==> config.mk <==
export PLATFORM = sky130hd
export DESIGN_NAME = ldpc_frm_top
export DESIGN_NICKNAME = d
export VERILOG_FILES = /design/src/rtl/ldpc_frm_pkg.sv /design/src/rtl/frm_vfill.sv /design/src/rtl/frm_prn.sv /design/src/rtl/frm_sequencer.sv /design/src/rtl/ldpc_frm_top.sv
export SDC_FILE = /design/constraint.sdc
export NUM_CORES = 1
export LEC_CHECK = 0
export BUFFER_PORTS_ARGS = -buffer_cell sky130_fd_sc_hd__buf_2
export CORE_UTILIZATION = 57
export CTS_BUF_LIST = sky130_fd_sc_hd__clkbuf_8
export DETAILED_ROUTE_END_ITERATION = 7
export GPL_ROUTABILITY_DRIVEN = 1
export PLACE_DENSITY = 0.87
export SLEW_MARGIN = 20
export SYNTH_ARGS = -nofsm -noshare
export SYNTH_HDL_FRONTEND = slang
export SYNTH_SLANG_ARGS = --single-unit
export TNS_END_PERCENT = 20
==> constraint.sdc <==
create_clock -name clk_i -period 2.7 [get_ports clk_i]
set_clock_uncertainty 0.2 [all_clocks]
set_input_delay 0.405 -clock clk_i [delete_from_list [all_inputs] [get_ports clk_i]]
set_output_delay 0.405 -clock clk_i [all_outputs]
set_load 0.01 [all_outputs]
==> src/rtl/ldpc_frm_pkg.sv <==
package ldpc_frm_pkg;
  typedef enum logic [1:0] {PH_MARK, PH_BODY, PH_FILL} phase_e;
endpackage

==> src/rtl/frm_vfill.sv <==
module frm_vfill #(
  parameter int INFO_W  = 7136,
  parameter int VFILL_W = 18
) (
  input  logic clk_i,
  input  logic rst_ni,
  input  logic usr_bit_i,
  input  logic usr_valid_i,
  output logic usr_ready_o,
  output logic enc_bit_o,
  output logic enc_valid_o,
  output logic enc_last_o,
  input  logic enc_ready_i
);
  localparam int ENC_K = INFO_W + VFILL_W;
  localparam int PW = $clog2(ENC_K);
  localparam logic [PW-1:0] FILL_END = PW'(VFILL_W);
  localparam logic [PW-1:0] POS_LAST = PW'(ENC_K - 1);

  logic [PW-1:0] pos_q;
  logic in_fill;

  assign in_fill     = pos_q < FILL_END;
  assign enc_valid_o = in_fill | usr_valid_i;
  assign enc_bit_o   = in_fill ? 1'b0 : usr_bit_i;
  assign usr_ready_o = ~in_fill & enc_ready_i;
  assign enc_last_o  = pos_q == POS_LAST;

  always_ff @(posedge clk_i or negedge rst_ni) begin
    if (!rst_ni) pos_q <= '0;
    else if (enc_valid_o && enc_ready_i) pos_q <= enc_last_o ? '0 : pos_q + 1'b1;
  end

  AST_INFO_WRAP: assert property (@(posedge clk_i) disable iff (!rst_ni)
    enc_valid_o && enc_ready_i && enc_last_o |=> !usr_ready_o && !enc_bit_o && enc_valid_o);
endmodule

==> src/rtl/frm_prn.sv <==
module frm_prn #(
  parameter int          W    = 8,
  parameter logic [W-1:0] TAPS = 8'b1010_1001,
  parameter logic [W-1:0] SEED = '1
) (
  input  logic clk_i,
  input  logic rst_ni,
  input  logic load_i,
  input  logic step_i,
  output logic prn_o
);
  logic [W-1:0] sr_q;

  assign prn_o = sr_q[0];

  always_ff @(posedge clk_i or negedge rst_ni) begin
    if (!rst_ni)     sr_q <= SEED;
    else if (load_i) sr_q <= SEED;
    else if (step_i) sr_q <= {^(sr_q & TAPS), sr_q[W-1:1]};
  end
endmodule

==> src/rtl/frm_sequencer.sv <==
module frm_sequencer
  import ldpc_frm_pkg::*;
#(
  parameter int          CW_W      = 8176,
  parameter int          VFILL_W   = 18,
  parameter int          ZFILL_W   = 2,
  parameter int          SYNC_W    = 32,
  parameter logic [SYNC_W-1:0] SYNC_WORD = 32'h1ACF_FC1D
) (
  input  logic clk_i,
  input  logic rst_ni,
  input  logic cw_bit_i,
  input  logic cw_valid_i,
  input  logic cw_last_i,
  output logic cw_ready_o,
  input  logic prn_i,
  output logic prn_load_o,
  output logic prn_step_o,
  output logic frame_bit_o,
  output logic frame_valid_o,
  output logic frame_sof_o,
  input  logic frame_ready_i
);
  localparam int CNT_W = $clog2(CW_W);
  localparam logic [CNT_W-1:0] DROP_END  = CNT_W'(VFILL_W);
  localparam logic [CNT_W-1:0] CW_LAST   = CNT_W'(CW_W - 1);
  localparam logic [CNT_W-1:0] SYNC_LAST = CNT_W'(SYNC_W - 1);
  localparam logic [CNT_W-1:0] ZF_LAST   = CNT_W'(ZFILL_W - 1);

  phase_e phase_q;
  logic [CNT_W-1:0] cnt_q;
  logic [SYNC_W-1:0] mark_q;
  logic xfer, cw_take;

  always_comb begin
    frame_valid_o = 1'b0;
    frame_bit_o   = 1'b0;
    frame_sof_o   = 1'b0;
    cw_ready_o    = 1'b0;
    prn_load_o    = 1'b0;
    unique case (phase_q)
      PH_MARK: begin
        frame_valid_o = 1'b1;
        frame_bit_o   = mark_q[SYNC_W-1];
        frame_sof_o   = cnt_q == '0;
        prn_load_o    = 1'b1;
      end
      PH_BODY: begin
        if (cnt_q < DROP_END) begin
          cw_ready_o = 1'b1;  // virtual fill: consume, never send
        end else begin
          frame_valid_o = cw_valid_i;
          frame_bit_o   = cw_bit_i ^ prn_i;
          cw_ready_o    = frame_ready_i;
        end
      end
      PH_FILL: begin
        frame_valid_o = 1'b1;
        frame_bit_o   = prn_i;
      end
      default: ;
    endcase
  end

  assign xfer       = frame_valid_o & frame_ready_i;
  assign cw_take    = cw_valid_i & cw_ready_o;
  assign prn_step_o = xfer & (phase_q != PH_MARK);

  always_ff @(posedge clk_i or negedge rst_ni) begin
    if (!rst_ni) begin
      phase_q <= PH_MARK;
      cnt_q   <= '0;
      mark_q  <= SYNC_WORD;
    end else begin
      unique case (phase_q)
        PH_MARK: if (xfer) begin
          mark_q <= mark_q << 1;
          if (cnt_q == SYNC_LAST) begin
            phase_q <= PH_BODY;
            cnt_q   <= '0;
          end else cnt_q <= cnt_q + 1'b1;
        end
        PH_BODY: if (cw_take) begin
          if (cnt_q == CW_LAST) begin
            phase_q <= PH_FILL;
            cnt_q   <= '0;
          end else cnt_q <= cnt_q + 1'b1;
        end
        PH_FILL: if (xfer) begin
          if (cnt_q == ZF_LAST) begin
            phase_q <= PH_MARK;
            cnt_q   <= '0;
            mark_q  <= SYNC_WORD;
          end else cnt_q <= cnt_q + 1'b1;
        end
        default: phase_q <= PH_MARK;
      endcase
    end
  end

  AST_STALL_HOLD: assert property (@(posedge clk_i) disable iff (!rst_ni)
    frame_valid_o && !frame_ready_i |=> frame_valid_o && $stable(frame_bit_o) && $stable(frame_sof_o));
  AST_SOF_ONCE: assert property (@(posedge clk_i) disable iff (!rst_ni)
    frame_sof_o && frame_ready_i |=> !frame_sof_o);
  AST_LAST_ALIGN: assert property (@(posedge clk_i) disable iff (!rst_ni)
    cw_take && cw_last_i |-> phase_q == PH_BODY && cnt_q == CW_LAST);
  AST_FILL_FOLLOWS: assert property (@(posedge clk_i) disable iff (!rst_ni)
    cw_take && cw_last_i |=> frame_valid_o && !cw_ready_o && !frame_sof_o);
endmodule

==> src/rtl/ldpc_frm_top.sv <==
module ldpc_frm_top #(
  parameter int INFO_W  = 7136,
  parameter int VFILL_W = 18,
  parameter int PAR_W   = 1022,
  parameter int ZFILL_W = 2,
  parameter int SYNC_W  = 32,
  parameter logic [SYNC_W-1:0] SYNC_WORD = 32'h1ACF_FC1D,
  parameter int PRN_W   = 8,
  parameter logic [PRN_W-1:0] PRN_TAPS = 8'b1010_1001,
  parameter logic [PRN_W-1:0] PRN_SEED = '1
) (
  input  logic clk_i,
  input  logic rst_ni,
  input  logic usr_bit_i,
  input  logic usr_valid_i,
  output logic usr_ready_o,
  output logic enc_bit_o,
  output logic enc_valid_o,
  output logic enc_last_o,
  input  logic enc_ready_i,
  input  logic cw_bit_i,
  input  logic cw_valid_i,
  input  logic cw_last_i,
  output logic cw_ready_o,
  output logic frame_bit_o,
  output logic frame_valid_o,
  output logic frame_sof_o,
  input  logic frame_ready_i
);
  localparam int CW_W = INFO_W + VFILL_W + PAR_W;

  logic prn_bit, prn_load, prn_step;

  frm_vfill #(.INFO_W(INFO_W), .VFILL_W(VFILL_W)) u_vfill (
    .clk_i, .rst_ni,
    .usr_bit_i, .usr_valid_i, .usr_ready_o,
    .enc_bit_o, .enc_valid_o, .enc_last_o, .enc_ready_i
  );

  frm_prn #(.W(PRN_W), .TAPS(PRN_TAPS), .SEED(PRN_SEED)) u_prn (
    .clk_i, .rst_ni,
    .load_i(prn_load), .step_i(prn_step), .prn_o(prn_bit)
  );

  frm_sequencer #(
    .CW_W(CW_W), .VFILL_W(VFILL_W), .ZFILL_W(ZFILL_W),
    .SYNC_W(SYNC_W), .SYNC_WORD(SYNC_WORD)
  ) u_seq (
    .clk_i, .rst_ni,
    .cw_bit_i, .cw_valid_i, .cw_last_i, .cw_ready_o,
    .prn_i(prn_bit), .prn_load_o(prn_load), .prn_step_o(prn_step),
    .frame_bit_o, .frame_valid_o, .frame_sof_o, .frame_ready_i
  );

  AST_SEED_AT_BODY: assert property (@(posedge clk_i) disable iff (!rst_ni)
    $fell(prn_load) |-> prn_bit);
endmodule

* After elaboration in Yosys (flattened, before gate mapping)
Index checks and enable logic that the tools add are counted.
** Word-level totals
- Output and inout port bits :: 8
- Flip-flop bits (word level) :: 68
- Word-level logic and storage cells :: 70
** Cells by class
- Multiplexer cells :: 30
- Equality and inequality tests :: 12
- Bitwise gates (word level) :: 7
- Magnitude comparators :: 2
- Add/subtract/negate cells :: 2
- Reductions and logical operators :: 12
** Operators with widths (number)
- 2-to-1 mux 32 bit :: 3
- 2-to-1 mux 13 bit :: 7
- case mux 32 bit (2 select lines) :: 1
- case mux 13 bit (3 select lines) :: 1
- adder 13 x 1 -> 13 bit, second input constant :: 2
- equality test 13 bit, second input constant :: 2
- less-than comparator 13 x 5 -> 1 bit, second input constant :: 2
- 2-to-1 mux 8 bit :: 2
- equality test 13 x 1 -> 1 bit, second input constant :: 1
- equality test 13 x 5 -> 1 bit, second input constant :: 1
- logical NOT 13 bit :: 1
- 2-to-1 mux 2 bit :: 6
- inequality test 2 x 1 -> 1 bit, second input constant :: 6
- AND reduction 4 bit :: 2
- XOR reduction 8 bit :: 1
- 2-to-1 mux 1 bit :: 7
- case mux 2 bit (3 select lines) :: 1
- AND reduction 6 bit :: 1
- nonzero test 2 bit :: 3
- bitwise AND 1 bit :: 4
- case mux 1 bit (3 select lines) :: 1
- nonzero test 3 bit :: 1
- equality test 2 x 1 -> 1 bit, second input constant :: 1
- equality test 2 bit, second input constant :: 1
- 7 further kinds :: 7

* Depth between registers and ports, before layout
Gate-level depths: netlist of run 1.
- Depth after elaboration :: 7
- Depth in mapped cells :: 10
- Mapped depth without buffers :: 7

* Hierarchy
A second synthesis of run 1 with hierarchy kept.
** Second synthesis, totals
- Cells, all modules :: 392
- Area total of the unflattened synthesis :: 3631.0 sq um
** Modules (own cells, without submodules)
- frm_sequencer :: cells an instance 276, area an instance 2478.6 sq um, instances 1
- frm_vfill :: cells an instance 88, area an instance 785.8 sq um, instances 1
- frm_prn :: cells an instance 28, area an instance 366.6 sq um, instances 1

* Least setup slack after synthesis of run 1
OpenSTA, ideal clock, no wires.
- Path type :: register to register
- Start :: reg u_seq.cnt_q[9]
- End :: reg u_seq.cnt_q[3]
- Stages on the path, launching flop included :: 6
- Path buffers :: 1
- Slack :: 0.015 ns
- Library setup time :: 0.126 ns
- Arrival time :: 2.359 ns
- Data required time :: 2.374 ns
- Cells stage by stage :: dfrtp_1 or4_4 o311a_4 or4_4 buf_6 a221o_1
** Between the ends
- Longest elaborated chain between the ends :: 6
- Elaborated cells between the ends (all ways) :: 21
** Ends and longest elaborated chain
- start: declaration :: line frm_sequencer.sv:31 : logic [CNT_W-1:0] cnt_q;
- start signal: assignment :: line frm_sequencer.sv:81 : end else cnt_q <= cnt_q + 1'b1;
- start signal: assignment :: line frm_sequencer.sv:87 : end else cnt_q <= cnt_q + 1'b1;
- start signal: assignment :: line frm_sequencer.sv:94 : end else cnt_q <= cnt_q + 1'b1;
- less-than comparator 13 x 5 -> 1 bit :: line frm_sequencer.sv:49 : if (cnt_q < DROP_END) begin
- 2-to-1 mux 1 bit :: line frm_sequencer.sv:49
- case mux 1 bit (2 select lines) or 2-to-1 mux 1 bit (tied branches) :: line frm_sequencer.sv:41 : unique case (phase_q)
- bitwise AND 1 bit, on equally long branches :: line frm_sequencer.sv:65, frm_sequencer.sv:66
- inequality test 2 x 1 -> 1 bit (no line)
- AND reduction 4 bit (no line)
Parallel ways exist; a longest one is shown, timed or not. The select of a mux whose other input is x is not followed.
A chain may end at the register's enable or synchronous reset.

* Final worst setup path of run 1
- Start :: reg u_seq.cnt_q[8]
- End :: out frame_bit_o
** Between the ends
- Longest elaborated chain between the ends :: 3
** Ends and longest elaborated chain
- less-than comparator 13 x 5 -> 1 bit :: line frm_sequencer.sv:49
- 2-to-1 mux 1 bit :: line frm_sequencer.sv:49
- case mux 1 bit (3 select lines) :: line frm_sequencer.sv:41
- end: declaration :: line ldpc_frm_top.sv:25 : output logic frame_bit_o,
Every way passes these cells.

==> impl_results.md, run 1 <==
* Setup violations, final at 2
* CTS Root Cell: clkbuf_8
* Die X at 79.95 um
* RSZ-0062 raised after global routing: true
* Clock transition at the registers of the reported paths at 70 ps
* Io pins at 17
* Ys flop type: dfrtp_1
* DRT iter0 DRCs at 210
* Power Density at 1083 nW/um2
* Vias in the first global route at 2678
* Number of antenna diodes at 0
* Total grt overflow at 0
* Leak at 1.696 nW
* CORE AREA at 5886 um2
* Detail Placement HPWL at 4.997 mm
* Final WS setup at -16.71 ps
* Tmin final at 2717 ps
* Area occupied by multi-input gates at 1643 um2
* Post-synthesis cell area at 3463 um2
* Setup TNS at -24.87 ps
* Cts bufs inserted at 9
* Dpl cells at 420
* Crit start category: register
* Top cell type's share of synthesized area at 0.2962
* Metal2 WL at 3.446 mm
* Fraction of layout cells with a size suffix above 1 at 0.2877
* Largest area contributor in the netlist: dfrtp_1
* Synth cell types at 55
* Port bufs at 15
* EDFF count, synth at 0
* Detail Route met3 WL at 287 um
* H-tree level count at 3
* Synth Register Bits at 68
* Final instance area at 3963 um2
* Clock tree buffer depth at 2
* Clk Latency, worst-skew pair at 340 ps
* Synthesis-to-finish area growth at 14.41%
* Storage cell area at 1735 um2
* Fmax at 0.3681 GHz
* Finished Layout Cells at 440
* Routability Congestion at 0.8144
* Antenna-violating nets left at 0
* Min-delay worst type: in -> reg
* Slew Viols, Final at 0
* Final Net Count at 378
* Synth warnings at 0
* Crit path arrival time at 2110 ps
* Slew headroom at 0.6048
* Critical path type: reg -> out
* Area after DPL at 3732 um2
* Top routing layer used: met4
* Syn nets at 342
* Largest net degree at the start of global routing at 25
* Global-route usage over all layers at 0.2492
* Final hold violations at 0
* FILL cells at 454
* CTS tree: built
* Place WS at -28.33 ps
* First-pass GRT wire length at 12.24 mm
* Failing checks: negative setup slack
* Die height at 79.95 um
* Row count at 28
* CTS sink cnt at 68
* # Max-Cap Violations at 0
* Worst setup EP type: output port
* Vias per cell at 6.218
* Die area at 6392 um2
* Pre-Repair DR Iteration Count at 4
* Drt total wl at 7.144 mm
* WL per Instance at 16.24 um
* R2r setup slk at 40 ps
* Initial Util at 0.5884
* Syn_area_per_cell at 10.69 um2
* Syn Inst Count at 324
* Antenna violations before repair at 0
* Critical Path RT at 2100 ps
* Peak VDD IR at 605.5 uV
* Drt drc at 0
* Final critical-path share of the clock period at 1.006
* Total power at 4.292 mW
* Routed length on met1 at 3.227 mm
* Outcome: finished, violations left
* Total number of vias at 2736
* Crit Path Max Fanout at 4
* Post-synthesis sequential area ratio at 0.5011
* Top post-synthesis cells by area: dfrtp_1, dfstp_2, a22o_1
* Async S/R FF share, synth at 1.000
* Worst-Margin Slew at 588.8 ps
## worst max-delay path: stages (launching register included)
cell,delay (ps)
dfrtp_1,390
or4_4,580
or3_4,430
a31oi_4,180
nor2_1,60
buf_2,150
## where the power goes
group,switching [mW],leakage [nW],internal [mW]
Sequential,0.267,0.812,1.48
Clock,0.390,0.0957,0.324
Combinational,0.990,0.788,0.842
## Yosys cell counts (all sizes together) (3+ instances only)
| library cell | count |
|---|---|
| a31oi | 3 |
| nor2 | 19 |
| and3 | 5 |
| or2 | 5 |
| a22o | 21 |
| nor2b | 11 |
| a211o | 7 |
| mux2 | 3 |
| inv | 13 |
| nor4 | 9 |
| nor3 | 6 |
| nand4 | 5 |
| a21oi | 6 |
| nand2b | 4 |
| o21ai | 24 |
| or4 | 4 |
| o31ai | 10 |
| dfrtp | 41 |
| dfstp | 27 |
| o22a | 18 |
| clkbuf | 15 |
| o41ai | 3 |
| nand2 | 12 |
| xnor2 | 3 |
| ha | 9 |
| nand3 | 15 |
## stage by stage
| step | hold WS, ps | util |
|---|---|---|
| global route | 146.7 | 0.6733 |
| finish | 134.0 | 0.6733 |
| CTS | 120.7 | 0.6633 |
| global placement | 182.7 | 0.6341 |
| detailed placement | 195.5 | 0.6341 |
| floorplan | -90.59 | - |
## per-layer routing
metal / GRT usage / up-vias
li1: - / 1296
met1: 0.3274 / 1365
met2: 0.3846 / 60
met3: 0.04800 / 15
met4: 0.1411 / 0
met5: 0 / -
## kinds of logic after synthesis
group	count (synthesis)	share of synthesized area
multiplexers	3	0.009754
AND/OR/NAND/NOR	105	0.1796
AO/OA/AOI/OAI	105	0.2319
XOR/XNOR	4	0.01012
buffers and inverters	30	0.03504
adder cells (fa/ha/maj)	9	0.03252
flip-flops	68	0.5011
## final timing paths
kind | startpoint | to | cells past startpoint
max reg2reg | u_seq.cnt_q[9]$_DFFE_PN0P_ | u_seq.cnt_q[3]$_DFFE_PN0P_ | 4
min reg2reg | u_seq.mark_q[0]$_DFFE_PN1P_ | u_seq.mark_q[0]$_DFFE_PN1P_ | 2
max in group asynchronous | rst_ni | u_prn.sr_q[3]$_DFFE_PN1P_ | 3
min | enc_ready_i | u_vfill.pos_q[11]$_DFFE_PN0P_ | 3
max | u_seq.cnt_q[8]$_DFFE_PN0P_ | frame_bit_o | 5
min in group asynchronous | rst_ni | u_seq.cnt_q[10]$_DFFE_PN0P_ | 2
## sequential cells by signal, indices dropped and copies added, names as in the netlist
register       count
u_prn.sr_q         8
u_seq.cnt_q       13
u_seq.mark_q      32
u_seq.phase_q      2
u_vfill.pos_q     13
## cell usage in the layout (no fill, tap or decap), types with 3 or more instances in the layout
master and n:
nor2_1 18, nand2b_1 4, o22a_1 18, inv_1 15, dfstp_2 27, nand4_1 5
nand2_1 12, clkinv_2 3, a22o_1 19, ha_1 9, nand3_1 15, nor2b_1 11
o21ai_0 22, nor3_1 6, mux2_2 3, dfrtp_1 41, o31ai_1 10, and3_1 5
or2_2 5, or4_4 3, buf_2 15, a211o_1 7, nor4_1 8, buf_4 26
a21oi_1 6, xnor2_1 3, clkbuf_8 9
## layout make-up
type,count,area share
Clock buffer,9,0.03126
Sequential cell,68,0.4380
Multi-Input combinational cell,226,0.4146
Clock inverter,7,0.009473
Inverter,13,0.01231
Timing Repair Buffer,42,0.07073
Tap cell,75,0.02368
## what timing repair did
| action | CTS | global route |
|---|---|---|
| resized for setup | 2 | 4 |
| gates cloned | 0 | 0 |
| setup endpoints to repair | 4 | 12 |
| endpoints found under the hold margin | 7 | 0 |
| hold buffers | 1 | 0 |
| buffers inserted | 0 | 3 |
| pin swaps | 1 | 6 |
Note: power is estimated with default switching activity, not from simulation.
==> run 2: changes to the inputs <==
RECOVER_POWER = 25   (was not set)
==> run 2 against run 1 <==
  * The flow still finishes with violations (negative setup slack)
  * Sequential power barely moved
  * Hold slack got worse by 0.59 ps
  * Clock power barely moved
  * Critical path type unchanged
  * Combinational power barely moved
==> impl_results.md, run 2 (synthesized netlist as in run 1, its figures left out) <==
* Clock tree buffer depth at 2 (unchanged)
* Core Util, Final at 0.6722 (-0.001063)
* Row count at 28 (unchanged)
* Cts bufs inserted at 9 (unchanged)
* Detail Placement HPWL at 4.997 mm (unchanged)
* Failing checks: negative setup slack
* Outcome: finished, violations left
* Largest register FFs at 32 (unchanged)
* # Max-Cap Violations at 0 (unchanged)
* Tmin final at 2720 ps (+3.111 ps)
* CTS sink cnt at 68 (unchanged)
* Antenna violations before repair at 0 (unchanged)
* CP startpoint: u_seq.cnt_q[8]$_DFFE_PN0P_
* CP Buf/Inv Count at 1 (unchanged)
* Seq pwr share at 0.407 (about the same)
* Initial Util at 0.5884 (unchanged)
* WL per Instance at 16.12 um (-0.71%)
* Slowest CP cell: or4_4
* Storage cell area at 1735 um2 (unchanged)
* Crit path arrival time at 2110 ps (about the same)
* Min-delay worst type: in -> reg
* Critical Path RT at 2100 ps (about the same)
* Drt total wl at 7.093 mm (-0.71%)
* Vias per cell at 6.227 (+0.15%)
* R2r setup slk at 50 ps (about the same)
* Routed length on met1 at 3.187 mm (-1.2%)
* Detail Route met3 WL at 266 um (-7.3%)
* Proportion of power drawn by combinational gates at 0.427 (about the same)
* Most frequent cells in the layout: dfrtp_1, dfstp_2, buf_4
* Largest net degree at the start of global routing at 25 (unchanged)
* Power share of the clock group at 0.166 (about the same)
* Critical path endpoint: frame_bit_o
* Fmax at 0.3677 GHz (-0.11%)
* Power Density at 1085 nW/um2 (+0.16%)
* Total number of vias at 2740 (+0.15%)
* Clk Latency, worst-skew pair at 350 ps (about the same)
* Crit. path cell count at 5 (unchanged)
* Final Net Count at 378 (unchanged)
* Top routing layer used: met4
* Internal power at 2.645 mW (about the same)
* Global-route usage over all layers at 0.2492 (unchanged)
* Switch share at 0.3839 (about the same)
* CORE AREA at 5886 um2 (unchanged)
* Area occupied by multi-input gates at 1643 um2 (unchanged)
* Worst Reg-to-Reg Cells at 4 (unchanged)
* Worst r2r src: u_seq.cnt_q[9]$_DFFE_PN0P_
* Number of antenna diodes at 0 (unchanged)
* Antenna-violating nets left at 0 (unchanged)
* DRT iter0 DRCs at 204 (-2.9%)
* Critical path cell sequence: or4_4 > or3_4 > a31oi_4 > nor2_1 > buf_2
* Die area at 6392 um2 (unchanged)
* Vias in the first global route at 2678 (unchanged)
* Fraction of layout cells with a size suffix above 1 at 0.2849 (-0.002740)
* RSZ-0062 raised after global routing: true
* Slew headroom at 0.2166 (-0.3882)
* Commonest non-fill, non-tap cell in the layout: dfrtp_1
* Largest Register: u_seq.mark_q
* CTS Root Cell: clkbuf_8
* Final hold violations at 0 (unchanged)
* CTS tree: built
* Die height at 79.95 um (unchanged)
* Critical path type: reg -> out
* Regs by FF count: u_seq.mark_q (32), u_seq.cnt_q (13), u_vfill.pos_q (13)
* Crit start category: register
* Total grt overflow at 0 (unchanged)
* Max stage delay on crit path at 570 ps (about the same)
* Clock transition at the registers of the reported paths at 70 ps (about the same)
* Leak at 1.692 nW (-0.24%)
* Setup violations, final at 2 (unchanged)
* Peak VDD IR at 607.6 uV (+0.35%)
* Final WS setup at -19.82 ps (-3.111 ps)
* Total power at 4.292 mW (about the same)
* Port bufs at 15 (unchanged)
* Slew Viols, Final at 0 (unchanged)
* Final critical-path share of the clock period at 1.007 (+0.001152)
* Metal2 WL at 3.464 mm (+0.52%)
* Drt drc at 0 (unchanged)
* RR Endpoint: u_seq.cnt_q[3]$_DFFE_PN0P_
* FILL cells at 457 (+0.66%)
* Io pins at 17 (unchanged)
* H-tree level count at 3 (unchanged)
* Crit path max-delay family: simple AND/OR/NAND/NOR gates
* Synthesis-to-finish area growth at 14.23%
* Routability Congestion at 0.8144 (unchanged)
* First-pass GRT wire length at 12.24 mm (unchanged)
* Switch Pwr at 1.648 mW (about the same)
* Worst setup EP type: output port
* Worst-Margin Slew at 1175 ps (+586.2 ps)
* Crit Path Max Fanout at 4 (unchanged)
* Pre-Repair DR Iteration Count at 4 (unchanged)
* Die X at 79.95 um (unchanged)
==> run 2: worst min-delay path by stage <==
| stage | cells after the start | startpoint | slack, ps | endpoint |
|---|---|---|---|---|
| 4_1_cts | 3 | enc_ready_i | 120 | u_vfill.pos_q[11]$_DFFE_PN0P_ |
| 2_1_floorplan | 0 | rst_ni | -90 | u_seq.cnt_q[0]$_DFFE_PN0P_ |
| 6_report | 3 | enc_ready_i | 130 | u_vfill.pos_q[11]$_DFFE_PN0P_ |
| 3_3_place_gp | 1 | rst_ni | 180 | u_seq.cnt_q[10]$_DFFE_PN0P_ |
| 5_1_grt | 3 | enc_ready_i | 150 | u_vfill.pos_q[11]$_DFFE_PN0P_ |
| 3_5_place_dp | 1 | rst_ni | 200 | u_seq.cnt_q[10]$_DFFE_PN0P_ |
==> run 2: layer usage <==
metal  global-route usage  up-vias
li1                     -     1298
met1               0.3274     1369
met2               0.3846       60
met3              0.04800       13
met4               0.1411        0
met5                    0        -
==> run 2: timing repair <==
item                                    in CTS  in global routing
buffers inserted                             0                  3
endpoints found under the setup margin       4                 12
hold buffers                                 1                  0
pin swaps                                    1                  6
hold endpoints to repair                     7                  0
resized for setup                            2                  4
==> run 2: power by group through the flow <==
stage	clock [mW]	sequential, mW	combinational (mW)
CTS	0.731	1.74	1.76
detailed placement	0	1.76	1.74
finish	0.713	1.75	1.83
global placement	0	1.74	1.67
floorplan	0	1.68	1.36
global route	0.780	1.80	2.01
==> run 2: final cells by class <==
| cell class | count | area share |
|---|---|---|
| timing repair buffer | 42 | 0.06926 |
| inverter | 13 | 0.01233 |
| sequential | 68 | 0.4386 |
| clock buffer | 9 | 0.03131 |
| multi-input combinational | 226 | 0.4152 |
| clock inverter | 7 | 0.009488 |
| tap | 75 | 0.02372 |
==> run 2: worst reg2reg max path, stage by stage, from the launching register on <==
cell and delay (ps):
dfrtp_1 390, or4_4 580, o311a_4 400, or4_4 600
a221o_1 380
==> run 2: stage by stage <==
stage / hold slack, ps / setup WS (ps) / area [um2] / std cells / TNS, ps
5_1_grt: 146.7 / -90.51 / 3956 / 440 / -124.9
2_1_floorplan: -90.59 / 14.56 / 3463 / 324 / 0
4_1_cts: 120.7 / -122.9 / 3904 / 437 / -169.8
3_3_place_gp: 182.7 / 68.17 / 3732 / 420 / 0
6_report: 133.4 / -19.82 / 3956 / 440 / -22.71
3_5_place_dp: 195.5 / -28.33 / 3732 / 420 / -28.33
